--- src/rtl/chg_tmr_pkg.sv ---
`timescale 1ns/1ps
package chg_tmr_pkg;
  localparam int RATIO_W = 8;
  localparam int FRAC_W  = 4;
  localparam logic [RATIO_W-1:0] RATIO_ONE = RATIO_W'(1 << FRAC_W);

  localparam logic [1:0] M_STANDBY = 2'd0;
  localparam logic [1:0] M_HOLD    = 2'd1;
  localparam logic [1:0] M_COUNT   = 2'd2;

  // Effective slowdown ratio: 1.0 outside thermal regulation, clamped to >= 1.0
  function automatic logic [RATIO_W-1:0] eff_ratio(input logic therm,
                                                   input logic [RATIO_W-1:0] r);
    logic [RATIO_W-1:0] v;
    if (!therm)              v = RATIO_ONE;
    else if (r < RATIO_ONE)  v = RATIO_ONE;
    else                     v = r;
    return v;
  endfunction

  // One accumulator step: adds 1.0, returns carry and new value
  function automatic logic [RATIO_W+1:0] acc_step(input logic [RATIO_W:0] acc,
                                                  input logic [RATIO_W-1:0] r);
    logic [RATIO_W:0] sum;
    logic             carry;
    sum   = acc + {1'b0, RATIO_ONE};
    carry = (sum >= {1'b0, r});
    if (carry) sum = sum - {1'b0, r};
    return {carry, sum};
  endfunction
endpackage

--- src/rtl/tmr_rate_acc.sv ---
`timescale 1ns/1ps
module tmr_rate_acc
  import chg_tmr_pkg::*;
(
  input  logic               clk,
  input  logic               rst_n,
  input  logic               clr,
  input  logic               run,
  input  logic [RATIO_W-1:0] ratio_eff,
  output logic               advance
);
  logic [RATIO_W:0]   acc_q;
  logic [RATIO_W+1:0] step;

  always_comb begin
    step    = acc_step(acc_q, ratio_eff);
    advance = run && step[RATIO_W+1];
  end

  always_ff @(posedge clk or negedge rst_n) begin
    if (!rst_n)      acc_q <= '0;
    else if (clr)    acc_q <= '0;
    else if (run)    acc_q <= step[RATIO_W:0];
  end
endmodule

--- src/rtl/tmr_counter.sv ---
`timescale 1ns/1ps
module tmr_counter #(
  parameter int CNT_W = 24,
  parameter int PRE_DIV = 10
) (
  input  logic             clk,
  input  logic             rst_n,
  input  logic             clr,
  input  logic             advance,
  input  logic             phase_fast,
  input  logic [CNT_W-1:0] fchg_limit,
  output logic             expire,
  output logic [CNT_W-1:0] cnt
);
  localparam logic [CNT_W-1:0] ONE = CNT_W'(1);

  function automatic logic [CNT_W-1:0] limit_of(input logic fast,
                                                input logic [CNT_W-1:0] l);
    logic [CNT_W-1:0] v;
    v = fast ? l : l / CNT_W'(PRE_DIV);
    if (v == '0) v = ONE;
    return v;
  endfunction

  logic [CNT_W-1:0] cnt_q;
  logic [CNT_W-1:0] lim;
  logic [CNT_W:0]   nxt;

  always_comb begin
    lim    = limit_of(phase_fast, fchg_limit);
    nxt    = {1'b0, cnt_q} + {1'b0, ONE};
    expire = advance && (nxt >= {1'b0, lim});
  end

  always_ff @(posedge clk or negedge rst_n) begin
    if (!rst_n)        cnt_q <= '0;
    else if (clr)      cnt_q <= '0;
    else if (advance)  cnt_q <= nxt[CNT_W-1:0];
  end

  assign cnt = cnt_q;
endmodule

--- src/rtl/tmr_fault_latch.sv ---
`timescale 1ns/1ps
module tmr_fault_latch (
  input  logic clk,
  input  logic rst_n,
  input  logic set,
  input  logic set_fast,
  input  logic chg_en,
  input  logic ovp,
  input  logic input_ok,
  input  logic timer_dis,
  input  logic below_lowv,
  input  logic below_rch,
  output logic clr_evt,
  output logic fault,
  output logic recov_en
);
  logic en_q, fault_q, kind_fast_q;

  always_comb begin
    clr_evt  = (chg_en && !en_q) || ovp || !input_ok || timer_dis;
    recov_en = fault_q && input_ok && (kind_fast_q ? below_rch : below_lowv);
  end

  always_ff @(posedge clk or negedge rst_n) begin
    if (!rst_n) begin
      en_q        <= 1'b0;
      fault_q     <= 1'b0;
      kind_fast_q <= 1'b0;
    end else begin
      en_q <= chg_en;
      if (clr_evt) begin
        fault_q <= 1'b0;
      end else if (set) begin
        fault_q     <= 1'b1;
        kind_fast_q <= set_fast;
      end
    end
  end

  assign fault = fault_q;
endmodule

--- src/rtl/chg_safety_timer.sv ---
`timescale 1ns/1ps
module chg_safety_timer
  import chg_tmr_pkg::*;
#(
  parameter int CNT_W = 24
) (
  input  logic               clk,
  input  logic               rst_n,
  input  logic               tick,
  input  logic [1:0]         mode,
  input  logic               phase_fast,
  input  logic               timer_dis,
  input  logic               therm_reg,
  input  logic [RATIO_W-1:0] ratio_q,
  input  logic [CNT_W-1:0]   fchg_limit,
  input  logic               below_lowv,
  input  logic               below_rch,
  input  logic               terminated,
  input  logic               chg_en,
  input  logic               ovp,
  input  logic               input_ok,
  output logic               fault,
  output logic               recov_en
);
  logic               phase_q;
  logic               w_cnt_clr;
  logic               w_run;
  logic               w_advance;
  logic               w_expire;
  logic               w_fault_clr;
  logic [CNT_W-1:0]   w_cnt;
  logic [RATIO_W-1:0] w_ratio;

  always_comb begin
    w_cnt_clr = (mode != M_HOLD && mode != M_COUNT) || timer_dis || fault
             || (phase_fast != phase_q)
             || (!phase_fast && !below_lowv)
             || (phase_fast && terminated);
    w_run     = tick && (mode == M_COUNT) && !w_cnt_clr;
    w_ratio   = eff_ratio(therm_reg, ratio_q);
  end

  always_ff @(posedge clk or negedge rst_n) begin
    if (!rst_n) phase_q <= 1'b0;
    else        phase_q <= phase_fast;
  end

  tmr_rate_acc u_acc (
    .clk       (clk),
    .rst_n     (rst_n),
    .clr       (w_cnt_clr),
    .run       (w_run),
    .ratio_eff (w_ratio),
    .advance   (w_advance)
  );

  tmr_counter #(.CNT_W(CNT_W)) u_cnt (
    .clk        (clk),
    .rst_n      (rst_n),
    .clr        (w_cnt_clr),
    .advance    (w_advance),
    .phase_fast (phase_fast),
    .fchg_limit (fchg_limit),
    .expire     (w_expire),
    .cnt        (w_cnt)
  );

  tmr_fault_latch u_flt (
    .clk        (clk),
    .rst_n      (rst_n),
    .set        (w_expire),
    .set_fast   (phase_fast),
    .chg_en     (chg_en),
    .ovp        (ovp),
    .input_ok   (input_ok),
    .timer_dis  (timer_dis),
    .below_lowv (below_lowv),
    .below_rch  (below_rch),
    .clr_evt    (w_fault_clr),
    .fault      (fault),
    .recov_en   (recov_en)
  );
endmodule

--- config.mk ---
export PLATFORM = sky130hd
export DESIGN_NAME = chg_safety_timer
export DESIGN_NICKNAME = d
export VERILOG_FILES = /design/src/rtl/chg_tmr_pkg.sv /design/src/rtl/tmr_rate_acc.sv /design/src/rtl/tmr_counter.sv /design/src/rtl/tmr_fault_latch.sv /design/src/rtl/chg_safety_timer.sv
export SDC_FILE = /design/constraint.sdc
export NUM_CORES = 1
export LEC_CHECK = 0
export ABC_CLOCK_PERIOD_IN_PS = 5700
export BUFFER_PORTS_ARGS = -buffer_cell sky130_fd_sc_hd__buf_2
export CAP_MARGIN = 10
export CORE_MARGIN = 3
export CORE_UTILIZATION = 45
export CTS_CLUSTER_SIZE = 24
export DETAILED_ROUTE_END_ITERATION = 8
export PLACE_DENSITY_LB_ADDON = 0.2
export SYNTH_ARGS = -nofsm -noshare
export SYNTH_HDL_FRONTEND = slang
export SYNTH_HIERARCHICAL = 1
export SYNTH_SLANG_ARGS = --single-unit
--- constraint.sdc ---
create_clock -name clk -period 5.7 [get_ports clk]
set_input_delay 0.57 -clock clk [delete_from_list [all_inputs] [get_ports clk]]
set_output_delay 0.57 -clock clk [all_outputs]
set_load 0.02 [all_outputs]
==> impl_metrics.csv <==
group,metric,value,unit
synth,ys.flop_type,"dfrtp_1",
floorplanning,die_h,132,µm
synth,synth_fp_nets,1042,
pwr,power_density,231,mW/mm²
drt,first_iter_violations,645,
layout,drive_gt1_share,37.6,%
run,maxCapViolations,0,
pwr,p_leak,4.53,nW
global_route,grt_start_max_net_pins,38,
drt,routed.top_layer,"met4",
timing,tightest_slew,935,ps
global_route,first_global_vias,8079,
clock_tree,cts.sinks,37,
drt,routedWlPerCell,15.5,µm
synth,synth_most_common_cell,"nand2_1",
floorplanning,die_area,0.0173,mm²
timing,fin_crit_sh,174,%
place,io_buffer_count,47,
synth,synth_edf_count,0,
drt,drt_pass1_iterations,5,
clock_tree,cts_buffers,5,
drt,wl_met3,1010,µm
synth,avgSynthCellArea,7.40,µm²
pwr,finalPower,2.35,mW
floorplanning,start_util,46.4,%
setup_path,arrival,10060,ps
synth,synthTopCellsByCount,"nand2_1, nor2_1, o21ai_0",
timing,setup_ws,-4200,ps
timing,timing.fmax,0.101,GHz
setup_path,critical_path_required,5860,ps
global_route,antenna_found_initial,0,
setup_path,crit_type,"input port to register",
floorplanning,die_w,132,µm
clock_tree,root_buffer,"clkbuf_16",
floorplanning,placement_rows,45,
setup_path,critPathLaunchType,"input port",
drt,routed_wirelength,22400,µm
setup_path,reg2reg_depth,18,
synth,synth-seq-cells,37,
setup_path,cp_slowest_cell,"or4_1",
clock_tree,tritoncts,"yes",
timing,setup_viol,2,
place,post-dp-hpwl,16200,µm
synth,synth_top_area_share,13.0,%
timing,fin_hold_ws,385,ps
global_route,gr-total-overflow,0,
drt,vias_per_cell,5.93,
synth,syn-cell-area,0.00710,mm²
place,gp_congestion,0.957,
drt,route.met2.wl,10700,µm
timing,finalCriticalPeriod,9900,ps
drt,vias,8545,
floorplanning,io_pins,48,
pwr,max-vdd-ir-drop,0.000181,V
status,violations,"setup timing",
layout,n_antenna_cell,0,
drt,drt-met1-wl,10200,µm
drt,route.antenna.remaining_nets,0,
timing,relSlewSlack,37.5,%
setup_path,cpPeakStageDelay,550,ps
layout,synthToLayoutAreaGrowth,43.0,%
synth,synth_area_leaders,"dfrtp_1, ha_1, nand2_1",
timing,skew,3.04,ps
timing,rsz0062_at_grt,"yes",
synth,synth_area_leader_cell,"dfrtp_1",
synth,netlist_instances,960,
drt,drcViolationCount,0,
synth,seq_area_frac_synth,13.0,%
synth,async_flop_share,100,%
global_route,grt_use_total,24.2,%
timing,fin_setup_tns,-8230,ps
global_route,grt_pass1_wl,36900,µm
setup_path,crit_fanout,5,
clock_tree,path_clk_slew,50,ps
timing,hold_violations,0,
layout,layout.nets,1311,
setup_path,end_kind,"register",
clock_tree,insertion_delay,280,ps
clock_tree,cts_buffer_depth,2,
synth,synth_warnings,6,
floorplanning,core,0.0153,mm²
synth,ys_types,120,
timing,maxSlewViolCount,0,
layout,utilization,66.3,%
status,status,"finished, violations left",
clock_tree,htree_levels,2,
hold_path,hp-class,"input port to asynchronous set/reset pin",
setup_path,crit_top_cell,"buf_4",
-- metal layers --
layer	vias to the layer above	GRT usage (%)
met5	-	0
met2	250	41.6
li1	4214	-
met3	49	2.34
met1	4032	33.0
met4	0	5.13
-- cell type report --
class                           instances  area [µm²]
Multi-Input combinational cell        825        6330
Fill cell                            1314        5150
Timing Repair Buffer                  321        2350
Sequential cell                        37         926
Tap cell                              211         264
Inverter                               39         146
Clock buffer                            5         125
Clock inverter                          3        17.5
-- where the power goes --
group	internal (mW)	leakage (nW)	switching (mW)
registers	0.264	0.513	0.000264
logic	0.923	3.95	0.898
clock network	0.160	0.0696	0.100
total	1.35	4.53	0.999
-- cells by family (layout without fill, tap and decap cells) --
| group | count (synthesis) | in the layout | share of synthesized area (%) |
|---|---|---|---|
| muxes | 12 | 12 | 1.83 |
| adders and majority gates | 39 | 39 | 6.89 |
| DFF | 37 | 37 | 13.0 |
| buffers and inverters | 98 | 368 | 5.92 |
| xor gates and xnor gates | 60 | 60 | 7.77 |
| AOI/OAI and AO/OA | 331 | 331 | 35.5 |
| and+or+nand+nor | 383 | 383 | 29.1 |
-- flip-flops by register name (all words and copies together) (netlist names) --
register and flops:
u_flt/en_q 1, u_flt/fault 1, u_flt/kind_fast_q 1, u_acc/acc_q 9, phase_q 1, u_cnt/cnt 24
-- layout by cell type (no fill, tap or decap), drive strengths merged, types with 9 or more instances in the layout --
cell and n:
nand3 40, buf 319, o21a 12, nor4 12, o32ai 9, nand2b 11, nand4 18, a21oi 53
xor2 41, a21o 13, a221oi 10, and2 15, a211oi 19, nor3 27, a211o 9, xnor2 19
dfrtp 37, inv 36, o2111ai 9, nor2 81, ha 35, o21ai 74, and3 24, o211ai 18
nand2 97, a31oi 16
-- through the flow --
| step | instance area (µm²) | setup slack [ps] | instances |
|---|---|---|---|
| 2_1_floorplan | 7150 | -3960 | 960 |
| 3_3_place_gp | 9150 | -4600 | 1392 |
| 3_5_place_dp | 9150 | -4690 | 1392 |
| 4_1_cts | 9750 | -3970 | 1421 |
| 5_1_grt | 10200 | -4780 | 1441 |
| 6_report | 10200 | -4200 | 1441 |
-- worst paths after layout --
path,start,endpoint,slack (ps)
max,fchg_limit[20],u_flt/kind_fast_q,-4200
min,rst_n,phase_q,390
max reg2reg,u_cnt/cnt[0],u_flt/kind_fast_q,1300
min reg2reg,u_acc/acc_q[0],u_acc/acc_q[0],540
max in group asynchronous,rst_n,u_acc/acc_q[4],4800
min in group clk,chg_en,u_flt/en_q,420
-- what timing repair did --
action,4_1_cts,5_1_grt
endpoints found under the hold margin,0,0
hold buffers,0,0
pin swaps,25,27
buffers inserted,21,20
gates resized for setup,58,53
setup endpoints to repair,2,2
-- worst max-delay path: cells and delay by family --
family | cells | cell delay (ps)
compound gates | 25 | 4430
xor+xnor | 1 | 230
fa+ha+maj | 1 | 150
buf+inv | 9 | 1210
mux | 1 | 310
simple gates | 17 | 3160
Note: power is estimated with default switching activity, not from simulation.
